--- config.mk ---
export PLATFORM = sky130hd
export DESIGN_NAME = perim_edge_counter
export DESIGN_NICKNAME = d
export VERILOG_FILES = /design/src/rtl/perim_pkg.sv /design/src/rtl/perim_scan_ctrl.sv /design/src/rtl/perim_line_buf.sv /design/src/rtl/perim_edge_eval.sv /design/src/rtl/perim_edge_counter.sv
export SDC_FILE = /design/constraint.sdc
export NUM_CORES = 1
export LEC_CHECK = 0
export ABC_AREA = 1
export BUFFER_PORTS_ARGS = -buffer_cell sky130_fd_sc_hd__clkbuf_2
export CORE_MARGIN = 3
export CORE_UTILIZATION = 25
export DETAILED_ROUTE_END_ITERATION = 12
export SLEW_MARGIN = 10
export SYNTH_ARGS = -nofsm -noshare
export SYNTH_HDL_FRONTEND = slang
export SYNTH_SLANG_ARGS = --single-unit
--- constraint.sdc ---
create_clock -name clk -period 2.84 [get_ports clk]
set_clock_uncertainty 0.05 [all_clocks]
set_input_delay 0.852 -clock clk [delete_from_list [all_inputs] [get_ports clk]]
set_output_delay 0.852 -clock clk [all_outputs]
set_load 0.02 [all_outputs]
--- src/rtl/perim_pkg.sv ---
package perim_pkg;

    typedef enum logic [1:0] {
        SCAN_IDLE  = 2'd0,
        SCAN_READ  = 2'd1,
        SCAN_DRAIN = 2'd2,
        SCAN_DONE  = 2'd3
    } scan_state_e;

endpackage

--- src/rtl/perim_scan_ctrl.sv ---
module perim_scan_ctrl
    import perim_pkg::*;
#(
    parameter int IMG_W = 64,
    parameter int IMG_H = 64,
    localparam int PIX_N  = IMG_W * IMG_H,
    localparam int ADDR_W = $clog2(PIX_N),
    localparam int X_W    = $clog2(IMG_W),
    localparam int Y_W    = $clog2(IMG_H)
) (
    input  logic              clk,
    input  logic              rst_n,
    input  logic              start_i,
    output logic              start_acc_o,
    output logic              rd_en_o,
    output logic [ADDR_W-1:0] rd_addr_o,
    output logic              pix_vld_o,
    output logic [X_W-1:0]    pix_x_o,
    output logic [Y_W-1:0]    pix_y_o,
    output logic              done_o
);

    typedef struct packed {
        scan_state_e       st;
        logic [ADDR_W-1:0] addr;
        logic [X_W-1:0]    col;
        logic [Y_W-1:0]    row;
        logic              vld;
        logic [X_W-1:0]    px;
        logic [Y_W-1:0]    py;
    } ctrl_s;

    ctrl_s ctl_d, ctl_q;
    logic  acc_d;

    always_comb begin
        ctl_d     = ctl_q;
        ctl_d.vld = 1'b0;
        acc_d     = 1'b0;
        case (ctl_q.st)
            SCAN_IDLE, SCAN_DONE: begin
                if (start_i) begin
                    acc_d      = 1'b1;
                    ctl_d.st   = SCAN_READ;
                    ctl_d.addr = '0;
                    ctl_d.col  = '0;
                    ctl_d.row  = '0;
                end
            end
            SCAN_READ: begin
                // the pixel being fetched now arrives next cycle
                ctl_d.vld  = 1'b1;
                ctl_d.px   = ctl_q.col;
                ctl_d.py   = ctl_q.row;
                ctl_d.addr = ctl_q.addr + 1'b1;
                if (ctl_q.col == X_W'(IMG_W - 1)) begin
                    ctl_d.col = '0;
                    ctl_d.row = ctl_q.row + 1'b1;
                end else begin
                    ctl_d.col = ctl_q.col + 1'b1;
                end
                if (ctl_q.addr == ADDR_W'(PIX_N - 1)) begin
                    ctl_d.st = SCAN_DRAIN;
                end
            end
            SCAN_DRAIN: ctl_d.st = SCAN_DONE;
            default:    ctl_d.st = SCAN_IDLE;
        endcase
    end

    always_ff @(posedge clk or negedge rst_n) begin
        if (!rst_n) begin
            ctl_q <= '{st: SCAN_IDLE, default: '0};
        end else begin
            ctl_q <= ctl_d;
        end
    end

    assign start_acc_o = acc_d;
    assign rd_en_o     = (ctl_q.st == SCAN_READ);
    assign rd_addr_o   = ctl_q.addr;
    assign pix_vld_o   = ctl_q.vld;
    assign pix_x_o     = ctl_q.px;
    assign pix_y_o     = ctl_q.py;
    assign done_o      = (ctl_q.st == SCAN_DONE);


    read_step_chk: assert property (@(posedge clk) disable iff (!rst_n)
        (rd_en_o && $past(rd_en_o)) |-> rd_addr_o == ADDR_W'($past(rd_addr_o) + 1'b1));


    read_first_chk: assert property (@(posedge clk) disable iff (!rst_n)
        $rose(rd_en_o) |-> rd_addr_o == '0);


    done_quiet_chk: assert property (@(posedge clk) disable iff (!rst_n)
        done_o |-> (!rd_en_o && !pix_vld_o));

endmodule

--- src/rtl/perim_line_buf.sv ---
module perim_line_buf #(
    parameter int IMG_W = 64,
    parameter int PIX_W = 1,
    localparam int X_W  = $clog2(IMG_W)
) (
    input  logic             clk,
    input  logic             rst_n,
    input  logic             wr_en_i,
    input  logic [X_W-1:0]   x_i,
    input  logic [PIX_W-1:0] pix_i,
    output logic [PIX_W-1:0] up_o,
    output logic [PIX_W-1:0] up_right_o
);

    logic [PIX_W-1:0] line_d [IMG_W];
    logic [PIX_W-1:0] line_q [IMG_W];
    logic [X_W:0]     xr;

    always_comb begin
        line_d = line_q;
        if (wr_en_i) begin
            line_d[x_i] = pix_i;
        end
    end

    always_ff @(posedge clk or negedge rst_n) begin
        if (!rst_n) begin
            for (int i = 0; i < IMG_W; i++) begin
                line_q[i] <= '0;
            end
        end else begin
            line_q <= line_d;
        end
    end

    // both taps read the row above before this column is overwritten
    assign xr         = {1'b0, x_i} + 1'b1;
    assign up_o       = line_q[x_i];
    assign up_right_o = (xr < (X_W + 1)'(IMG_W)) ? line_q[xr[X_W-1:0]] : '0;

endmodule

--- src/rtl/perim_edge_eval.sv ---
module perim_edge_eval #(
    parameter int PIX_W = 1
) (
    input  logic [PIX_W-1:0] p_tl_i,
    input  logic [PIX_W-1:0] p_tr_i,
    input  logic [PIX_W-1:0] p_bl_i,
    output logic             edge_o
);

    function automatic logic [PIX_W-1:0] absdiff(input logic [PIX_W-1:0] a,
                                                 input logic [PIX_W-1:0] b);
        return (a > b) ? (a - b) : (b - a);
    endfunction

    logic [PIX_W:0] grad;

    always_comb begin
        grad   = {1'b0, absdiff(p_tl_i, p_tr_i)} + {1'b0, absdiff(p_tr_i, p_bl_i)};
        edge_o = (grad != '0);
    end

endmodule

--- src/rtl/perim_edge_counter.sv ---
module perim_edge_counter #(
    parameter int IMG_W = 64,
    parameter int IMG_H = 64,
    localparam int PIX_N  = IMG_W * IMG_H,
    localparam int WIN_N  = (IMG_W - 1) * (IMG_H - 1),
    localparam int ADDR_W = $clog2(PIX_N),
    localparam int CNT_W  = $clog2(PIX_N + 1)
) (
    input  logic              clk,
    input  logic              rst_n,
    input  logic              start_i,
    output logic              rd_en_o,
    output logic [ADDR_W-1:0] rd_addr_o,
    input  logic              rd_data_i,
    output logic              map_wr_en_o,
    output logic [ADDR_W-1:0] map_wr_addr_o,
    output logic              map_wr_data_o,
    output logic [CNT_W-1:0]  perim_o,
    output logic              done_o
);

    localparam int X_W = $clog2(IMG_W);
    localparam int Y_W = $clog2(IMG_H);

    typedef struct packed {
        logic [CNT_W-1:0]  cnt;
        logic              wr_en;
        logic [ADDR_W-1:0] wr_addr;
        logic              wr_data;
    } acc_s;

    acc_s acc_d, acc_q;

    logic              start_acc;
    logic              pix_vld;
    logic [X_W-1:0]    pix_x;
    logic [Y_W-1:0]    pix_y;
    logic              up_pix, up_right_pix;
    logic              win_vld, win_edge;
    logic [ADDR_W-1:0] win_addr;

    perim_scan_ctrl #(.IMG_W(IMG_W), .IMG_H(IMG_H)) ctrl_i (
        .clk        (clk),
        .rst_n      (rst_n),
        .start_i    (start_i),
        .start_acc_o(start_acc),
        .rd_en_o    (rd_en_o),
        .rd_addr_o  (rd_addr_o),
        .pix_vld_o  (pix_vld),
        .pix_x_o    (pix_x),
        .pix_y_o    (pix_y),
        .done_o     (done_o)
    );

    perim_line_buf #(.IMG_W(IMG_W), .PIX_W(1)) line_i (
        .clk       (clk),
        .rst_n     (rst_n),
        .wr_en_i   (pix_vld),
        .x_i       (pix_x),
        .pix_i     (rd_data_i),
        .up_o      (up_pix),
        .up_right_o(up_right_pix)
    );

    perim_edge_eval #(.PIX_W(1)) eval_i (
        .p_tl_i(up_pix),
        .p_tr_i(up_right_pix),
        .p_bl_i(rd_data_i),
        .edge_o(win_edge)
    );

    // incoming pixel is the lower-left of the window one row up
    assign win_vld  = pix_vld && (pix_y != '0) && (pix_x != X_W'(IMG_W - 1));
    assign win_addr = ADDR_W'(pix_y - 1'b1) * ADDR_W'(IMG_W) + ADDR_W'(pix_x);

    always_comb begin
        acc_d       = acc_q;
        acc_d.wr_en = win_vld;
        if (win_vld) begin
            acc_d.wr_addr = win_addr;
            acc_d.wr_data = win_edge;
        end
        if (start_acc) begin
            acc_d.cnt = '0;
        end else if (win_vld && win_edge) begin
            acc_d.cnt = acc_q.cnt + 1'b1;
        end
    end

    always_ff @(posedge clk or negedge rst_n) begin
        if (!rst_n) begin
            acc_q <= '0;
        end else begin
            acc_q <= acc_d;
        end
    end

    assign map_wr_en_o   = acc_q.wr_en;
    assign map_wr_addr_o = acc_q.wr_addr;
    assign map_wr_data_o = acc_q.wr_data;
    assign perim_o       = acc_q.cnt;


    cnt_step_chk: assert property (@(posedge clk) disable iff (!rst_n)
        (perim_o != $past(perim_o)) |-> (perim_o == '0 || perim_o == CNT_W'($past(perim_o) + 1'b1)));


    map_cnt_chk: assert property (@(posedge clk) disable iff (!rst_n)
        (map_wr_en_o && map_wr_data_o) |-> perim_o == CNT_W'($past(perim_o) + 1'b1));


    map_range_chk: assert property (@(posedge clk) disable iff (!rst_n)
        map_wr_en_o |-> ((32'(map_wr_addr_o) % IMG_W) != IMG_W - 1 &&
                         32'(map_wr_addr_o) < (IMG_H - 1) * IMG_W));


    cnt_bound_chk: assert property (@(posedge clk) disable iff (!rst_n)
        32'(perim_o) <= WIN_N);


    done_hold_chk: assert property (@(posedge clk) disable iff (!rst_n)
        (done_o && $past(done_o)) |-> $stable(perim_o));

endmodule

Yosys cells after proc, flatten, opt, wreduce, memory -nomap -nowiden. Index checks and enable logic that the tools add are counted.

Add/sub/neg operators: 12. $lt $le $gt $ge: 6. Equal/unequal tests: 9. Mux-type cells: 23. Bitwise logic cells: 2. Reduce and logical (&&, ||, !) cells: 13.

Operators by type and width (number): $bwmux 64 (1); $pmux 24 s2 (1); $mux 13 (3); $mux 26 (1); $ge 7x7->1 const B (2); $not 6->7 (2); $add 13x1->13 const B (1); $add 12x1->12 const B (1); $add 12x6->12 (1); $add 6x1->6 const B (2); $bmux 1 s6 (2); $eq 12x12->1 const B (1); $mux 6 (2); $mux 1 (10); $add 6x1->7 const B (1); $lt 7x1->1 const B (1); $lt 7x7->1 const B (1); $demux 1 s6 (1); $eq 6x6->1 const B (1); $ne 6x6->1 const B (1); $pmux 2 s3 (1); $reduce_bool 2->1 (3); $reduce_bool 6->1 (1); $sub 6x1->6 const B (1); other kinds (13) (23).

Flip-flop bits (word level): 130. Input port bits: 4. Output and inout bits: 41. Logic and storage cells: 140.

Logic depth before layout (Yosys ltp). Gate-level depths: netlist (run 1).

Depth in word-level cells: 13. Gate-level depth with buffers: 19. Mapped depth without buffers: 17.

By module. From an unflattened synthesis (run 1), not the netlist that was laid out.

Cell total of the unflattened synthesis: 1028. Area, all modules: 7811.2 um2.

Modules (own cells, without submodules): perim_line_buf (times used 1, cells each 562, area each 4088.9 um2, sequential area each 1601.5 um2); perim_scan_ctrl (times used 1, cells each 266, area each 2124.5 um2, sequential area each 975.9 um2); perim_edge_counter (times used 1, cells each 195, area each 1577.8 um2, sequential area each 675.6 um2); perim_edge_eval (times used 1, cells each 5, area each 20.0 um2, sequential area each 0.0 um2).

Worst setup path before layout (run 1). No wires, ideal clock.

Path type: register to register. Start: register ctrl_i.ctl_q (netlist bit ctrl_i.pix_x_o[1]). End: register acc_q (netlist bit perim_o[10]). Setup time: 0.118 ns. Data arrival time: 2.058 ns. Required time: 2.672 ns. Slack: 0.613 ns. Cell stages (with the launch flop): 16. Buffers on the path: 3. Clock period less this slack: 2.227 ns. Cells stage by stage: dfrtp_1 ha_1 buf_2 clkbuf_1 nand3_1 nand3_1 nand3_1 nand3_1 nand3_1 nand2_1 nand2_1 nand2_1 nand3_2 buf_6 nand3_1 nand2_1.

Word-level cells in the longest chain between the ends: 12. Elaborated cells between the ends (all ways): 25. Classes of those cells: add/sub (6); order compare (3); eq/ne (1); mux (9); bitwise (2); reduce/logical (4).

RTL lines: from (decl) (line perim_scan_ctrl.sv:33) `ctrl_s ctl_d, ctl_q;`; from (signal assigned) (line perim_scan_ctrl.sv:75) `ctl_q <= ctl_d;`; $add 6x1->7 (line perim_line_buf.sv:37) `assign xr = {1'b0, x_i} + 1'b1;`; $not 6->7 (not written as such) (line perim_line_buf.sv:39) `assign up_right_o = (xr < (X_W + 1)'(IMG_W)) ? line_q[xr[X_W-1:0]] : '0;`; $bmux 1 s6 (line perim_line_buf.sv:39); $mux 1 (not written as such) (2 in a row) (line perim_line_buf.sv:39); $mux 1 (line perim_line_buf.sv:39); $sub 1x1->1 / $gt 1x1->1 (equally long branches) (line perim_edge_eval.sv:12) `return (a > b) ? (a - b) : (b - a);`; $mux 1 (line perim_edge_eval.sv:12); $add 1x1->2 (line perim_edge_eval.sv:18) `grad = {1'b0, absdiff(p_tl_i, p_tr_i)} + {1'b0, absdiff(p_tr_i, p_bl_i)};`; $reduce_bool 2->1 (line perim_edge_eval.sv:19) `edge_o = (grad != '0);`; $logic_and 1x1->1 (*) (line perim_edge_counter.sv:85) `end else if (win_vld && win_edge) begin`; $reduce_bool 2->1 (no line) (*); to (signal assigned) (line perim_edge_counter.sv:92) `acc_q <= '0;`; to (signal assigned) (line perim_edge_counter.sv:94) `acc_q <= acc_d;`; to (decl) (line perim_edge_counter.sv:32) `acc_s acc_d, acc_q;`.

Every way passes the cells marked *; elsewhere a longest branch is shown, timed or not. The select of a mux whose other input is x is not followed. A chain may end at the register's enable or synchronous reset.

Final worst setup path (run 1).
Start: register ctrl_i.ctl_q (netlist bit ctrl_i.pix_x_o[0]). End: register acc_q (netlist bit perim_o[0]).

Same word-level chain as after synthesis.

==> reports/qor.txt, run 1 <==
final hold vios = 0
Cell Rows = 62
vias per cell = 4.63
die width = 178 um
Power Total = 8.07 mW
pwr/cell area = 931 nW/um2
H-tree depth = 4
CP Launch Type = flop
average cell area after synthesis = 7.27 um2
Post-CTS Setup Bufs = 0
global-route wire length before repair = 32.5 mm
status = finished clean
area occupied by multi-input gates = 3380 um2
Diodes inserted = 0
antenna violations before repair = 0
CP Max Fanout = 14
ANT nets after route = 0
Synth Flop Type = dfrtp_1
drt first-iter violations = 496
Worst Setup SP = ctrl_i.pix_x_o[0]
leakage = 4.27 nW
post-synth top area cell = dfrtp_1
dpl cells = 1413
CTS root buffer = clkbuf_16
Port-buffer cells = 44
worst r2r path cells = 12
Post-Synthesis Cells = 1017
CP max-delay cell = dfrtp_2
Area after DPL = 8050 um2
Detailed Routing Iterations Pass 1 = 5
# resized after CTS = 1
number of fill cells in the layout = 3131
crit-path cells = ha_1 > inv_1 > nand3_1 > nand3_1 > nand3_1 > nand3_1 > nand3_1 > nand2_1 > nand2_1 > a21oi_2 > nand4_1 > nand2_1
period utilisation layout = 0.934
layout cells sized above 1 = 0.121
most common cell in the synthesized netlist = nand2_1
asr flop ratio synth = 1.00
# IOs = 45
Critical Path RT = 3.14 ns
Setup TNS = 0 ns
CP Capture Type = flop
CTS tree = done
area delta synth->final = 17.3%
arrival time worst endpoint = 2.95 ns
Final min period = 2.65 ns
post-synth top area share = 0.440
Initial Util = 0.255
Setup WS post-layout = 0.189 ns
Nets = 1061
Tot GR Track Use = 0.128
YS warnings = 0
Top delay family on crit path = simple AND/OR/NAND/NOR gates
gp weighted congestion = 0.870
Clk pin slew, worst setup/hold paths = 0.06 ns
worst hold slack = 0.306 ns
max-slew violation count = 0
wirelength, routed = 19.7 mm
Post-Syn Area = 7390 um2
clock sinks = 130
slew margin rel. = 0.544
FF+latch count, synth = 130
final instance area = 8670 um2
die area = 31700 um2
syn_nets = 1030
# hold bufs at CTS = 0
Seq. cell area = 3250 um2
Cell variety after synth = 31
number of synthesized flops with an enable pin = 0
Final setup viols = 0
CP Buf/Inv Count = 1
Congestion Overflow GR = 0
sequential share of the synthesized area = 0.440
Slew @ Worst Pin = 0.681 ns
largest cells by area after synthesis = dfrtp_1, nand2_1, nand3_1, inv_1, a21oi_1
f_max = 0.377 GHz
Max stage delay on crit path = 0.45 ns
Post-DP HPWL = 13.7 mm
Worst-Skew Late Latency = 0.42 ns
dpl ws = -0.0109 ns
Crit. path cell count = 12
Die Ht = 178 um
CTS max path bufs = 2
drt wl/cell = 13.6 um
Crit Path Category = reg2reg
vias in the first global route = 6253
largest net degree at the start of global routing = 67
Post-synth top cells = nand2_1, dfrtp_1, inv_1
Maximum Capacitance Violations = 0
RSZ-0062 raised after global routing = true
VDD IR max = 0.000461 V
RR Startpoint = ctrl_i.pix_x_o[0]
CP most frequent cell = nand3_1
post-layout util = 0.300
Worst Hold Class = in2async
final routed DRC violation total = 0
Num CTS Buffers = 17
Layout Cells excl Fill = 1445
via count = 6692
total core area = 28900 um2
[sequential cells by signal (all words and copies together), names as in the netlist]
register	flops
ctrl_i.ctl_q	14
ctrl_i.pix_vld_o	1
ctrl_i.pix_x_o	6
ctrl_i.pix_y_o	6
ctrl_i.rd_addr_o	12
line_i.line_q	64
map_wr_addr_o	12
map_wr_data_o	1
map_wr_en_o	1
perim_o	13
[cell type report]
cell class | instances | share of cell area
multi-input combinational | 713 | 0.390
timing repair buffer | 80 | 0.0616
clock buffer | 20 | 0.0538
clock inverter | 12 | 0.0176
inverter | 106 | 0.0459
tap | 384 | 0.0554
sequential | 130 | 0.375
[per-layer routing]
layer	share of wire	GRT usage	vias up
li1	-	-	3372
met1	0.48	0.173	3159
met2	0.46	0.201	144
met3	0.049	0.0293	17
met4	0.013	0.0416	0
met5	0	0	-
[cells by family (layout without fill, tap and decap cells)]
group / count (synthesis) / in the layout / synth area share
compound gates: 194 / 194 / 0.141
fa+ha+maj: 9 / 9 / 0.0152
buf+inv: 174 / 218 / 0.103
flops: 130 / 130 / 0.440
simple gates: 494 / 494 / 0.282
xor+xnor: 16 / 16 / 0.0190
[report_power, final]
group | switching [mW] | internal, mW
Clock | 0.849 | 1.45
Combinational | 2.34 | 1.10
Sequential | 0.206 | 2.12
[final timing paths]
check,endpoint,slack (ns)
min in group clk,map_wr_addr_o[6],0.42
worst max-delay path,perim_o[0],0.19
worst min register to register,map_wr_addr_o[6],0.42
worst max register to register,perim_o[0],0.19
worst min-delay path,line_i.line_q[10],0.31
max in group asynchronous,line_i.line_q[34],1.72
[worst register-to-register path: stages, from the launching register on]
cell and delay [ns]:
dfrtp_2 0.45, ha_1 0.33, inv_1 0.36, nand3_1 0.17, nand3_1 0.11, nand3_1 0.08
nand3_1 0.08, nand3_1 0.08, nand2_1 0.12, nand2_1 0.09, a21oi_2 0.43, nand4_1 0.16
nand2_1 0.09
[cell usage in the layout (no fill, tap or decap), drive strengths merged]
cell type and count:
nand2 300, dfrtp 130, inv 107, nand3 75, nor2 73, a21oi 71
o21ai 71, clkbuf 63, a31oi 47, buf 37, nor3 18, nand4 17
xor2 12, ha 9, clkinv 7, nor4 6, xnor2 4, nor3b 3
o211ai 3, bufinv 3, and3 2, o221ai 1, a22o 1, clkinvlp 1
Note: power is estimated with default switching activity, not from simulation.
==> run 2, diff against run 1 <==
--- a/config.mk
+++ b/config.mk
@@ -10,6 +10,7 @@
 export CORE_MARGIN = 3
 export CORE_UTILIZATION = 25
 export DETAILED_ROUTE_END_ITERATION = 12
+export RECOVER_POWER = 100
 export SLEW_MARGIN = 10
 export SYNTH_ARGS = -nofsm -noshare
 export SYNTH_HDL_FRONTEND = slang
==> run 2 against run 1 <==
Combinational power decreased by 2%. Global-route usage unchanged. Routed wire length increased by 0.30%. Final cell count unchanged. Non-clock buffer count unchanged. Flip-flop and latch count unchanged. Sequential share of layout area increased by 0.44 points. First-iteration DRC count increased by 8.3%. Die area unchanged.
==> reports/qor.txt, run 2 (synthesized netlist as in run 1, its figures left out) <==
status = finished clean
gp weighted congestion = 0.870 (unchanged)
Nets = 1061 (unchanged)
Port-buffer cells = 44 (unchanged)
die area = 31700 um2 (unchanged)
Comb power frac = 0.422 (-0.004)
Crit. path cell count = 14 (+2)
worst r2r path cells = 14 (+2)
dpl cells = 1413 (unchanged)
Num CTS Buffers = 17 (unchanged)
largest register by flop count = line_i.line_q
ANT nets after route = 0 (unchanged)
RR Startpoint = ctrl_i.pix_x_o[0]
drt first-iter violations = 537 (+8.3%)
Worst-Skew Late Latency = 0.42 ns (about the same)
antenna violations before repair = 0 (unchanged)
CTS max path bufs = 2 (unchanged)
period utilisation layout = 0.924 (-0.00918)
largest net degree at the start of global routing = 67 (unchanged)
Worst Setup SP = ctrl_i.pix_x_o[0]
Area after DPL = 8050 um2 (unchanged)
max-slew violation count = 0 (unchanged)
Post-DP HPWL = 13.7 mm (unchanged)
most frequent cells in the layout = nand2_1, dfrtp_1, inv_1, nand3_1, nor2_1
RSZ-0062 raised after global routing = true
# IOs = 45 (unchanged)
total core area = 28900 um2 (unchanged)
die width = 178 um (unchanged)
leakage = 4.10 nW (-3.9%)
Setup WS post-layout = 0.215 ns (+0.0261 ns)
Layout Cells excl Fill = 1445 (unchanged)
global-route wire length before repair = 32.5 mm (unchanged)
wirelength, routed = 19.7 mm (+0.30%)
Max stage delay on crit path = 0.45 ns (about the same)
slew margin rel. = 0.258 (-0.287)
via count = 6689 (-0.045%)
clock power share = 0.287 (+0.002)
arrival time worst endpoint = 2.93 ns (-0.02 ns)
clock sinks = 130 (unchanged)
Slew @ Worst Pin = 1.11 ns (+0.433 ns)
Top delay family on crit path = simple AND/OR/NAND/NOR gates
CTS tree = done
drt wl/cell = 13.7 um (+0.30%)
CP Buf/Inv Count = 2 (+1)
Power Total = 8.01 mW (-0.73%)
Clk pin slew, worst setup/hold paths = 0.06 ns (about the same)
area delta synth->final = 15.9%
CP Launch Type = flop
Post-CTS Setup Bufs = 0 (unchanged)
CP Capture Type = flop
max reg flops = 64 (unchanged)
Detailed Routing Iterations Pass 1 = 5 (unchanged)
H-tree depth = 4 (unchanged)
VDD IR max = 0.000463 V (+0.47%)
CP Max Fanout = 15 (+1)
P_int = 4.62 mW (-1.1%)
final routed DRC violation total = 0 (unchanged)
Tot GR Track Use = 0.128 (unchanged)
CP max-delay cell = dfrtp_2
crit-path cells = ha_1 > inv_1 > nand3_1 > nand3_1 > nand3_1 > nand3_1 > nand3_1 > nand2_1 > nand2_1 > nand2_1 > nand3_2 > inv_1 > nand2_1 > nand2_1
Critical Path RT = 3.14 ns (about the same)
switching component of the power = 3.39 mW (-0.25%)
Seq. cell area = 3250 um2 (unchanged)
Worst Hold Class = reg2reg
area occupied by multi-input gates = 3380 um2 (unchanged)
vias in the first global route = 6253 (unchanged)
Maximum Capacitance Violations = 0 (unchanged)
number of fill cells in the layout = 3167 (+1.1%)
Cell Rows = 62 (unchanged)
f_max = 0.381 GHz (+0.99%)
final hold vios = 0 (unchanged)
vias per cell = 4.63 (about the same)
layout cells sized above 1 = 0.0763 (-0.0443)
pwr/cell area = 935 nW/um2 (+0.43%)
Final setup viols = 0 (unchanged)
Final min period = 2.63 ns (-0.0261 ns)
post-layout util = 0.296 (-0.00346)
Diodes inserted = 0 (unchanged)
switching share of power = 0.423 (+0.00207)
CTS root buffer = clkbuf_16
most common cell after layout, fill and taps aside = nand2_1
flop-to-flop setup slack = 0.21 ns (+0.03 ns)
dpl ws = -0.0109 ns (unchanged)
Die Ht = 178 um (unchanged)
share of total power in sequential cells = 0.290 (+0.002)
Congestion Overflow GR = 0 (unchanged)
final instance area = 8570 um2 (-1.2%)
Initial Util = 0.255 (unchanged)
Crit Path Category = reg2reg
crit path to = perim_o[12]
min-delay src = ctrl_i.pix_y_o[0]
FF-to-FF End = perim_o[12]
-- run 2: cell type report --
type,instances,area share
sequential,130,0.380
clock inverter,12,0.0178
multi-input combinational,713,0.395
inverter,106,0.0464
tap,384,0.0561
clock buffer,20,0.0545
timing repair buffer,80,0.0507
-- run 2: power by group through the flow --
stage	Sequential (mW)	Clock [mW]	Combinational [mW]
2_1_floorplan	2.39	0	2.49
3_5_place_dp	2.35	0	3.42
3_3_place_gp	2.34	0	3.38
5_1_grt	2.36	2.44	3.86
6_report	2.33	2.30	3.38
4_1_cts	2.33	2.35	3.44
-- run 2: what timing repair did --
action	in CTS	in global routing
gates resized for setup	1	0
hold buffers	0	0
endpoints found under the hold margin	0	0
setup endpoints to repair	11	4
-- run 2: per-layer routing --
layer	up-vias	GRT usage	share of wire
li1	3373	-	-
met1	3134	0.173	0.47
met2	159	0.201	0.46
met3	23	0.0293	0.055
met4	0	0.0416	0.015
met5	-	0	0
-- run 2: worst min path at each step --
stage,endpoint,slack [ns],cells after the start
global placement,map_wr_addr_o[6],0.41,1
finish,map_wr_addr_o[6],0.42,1
floorplan,map_wr_addr_o[6],0.39,1
global route,map_wr_addr_o[8],0.47,2
detailed placement,map_wr_addr_o[6],0.41,1
CTS,line_i.line_q[9],0.31,1
-- run 2: per-stage QoR --
stage	hold WS (ns)	TNS, ns
2_1_floorplan	0.390	0
5_1_grt	0.468	-0.0442
3_5_place_dp	0.414	-0.0321
3_3_place_gp	0.407	0
6_report	0.416	0
4_1_cts	0.315	0
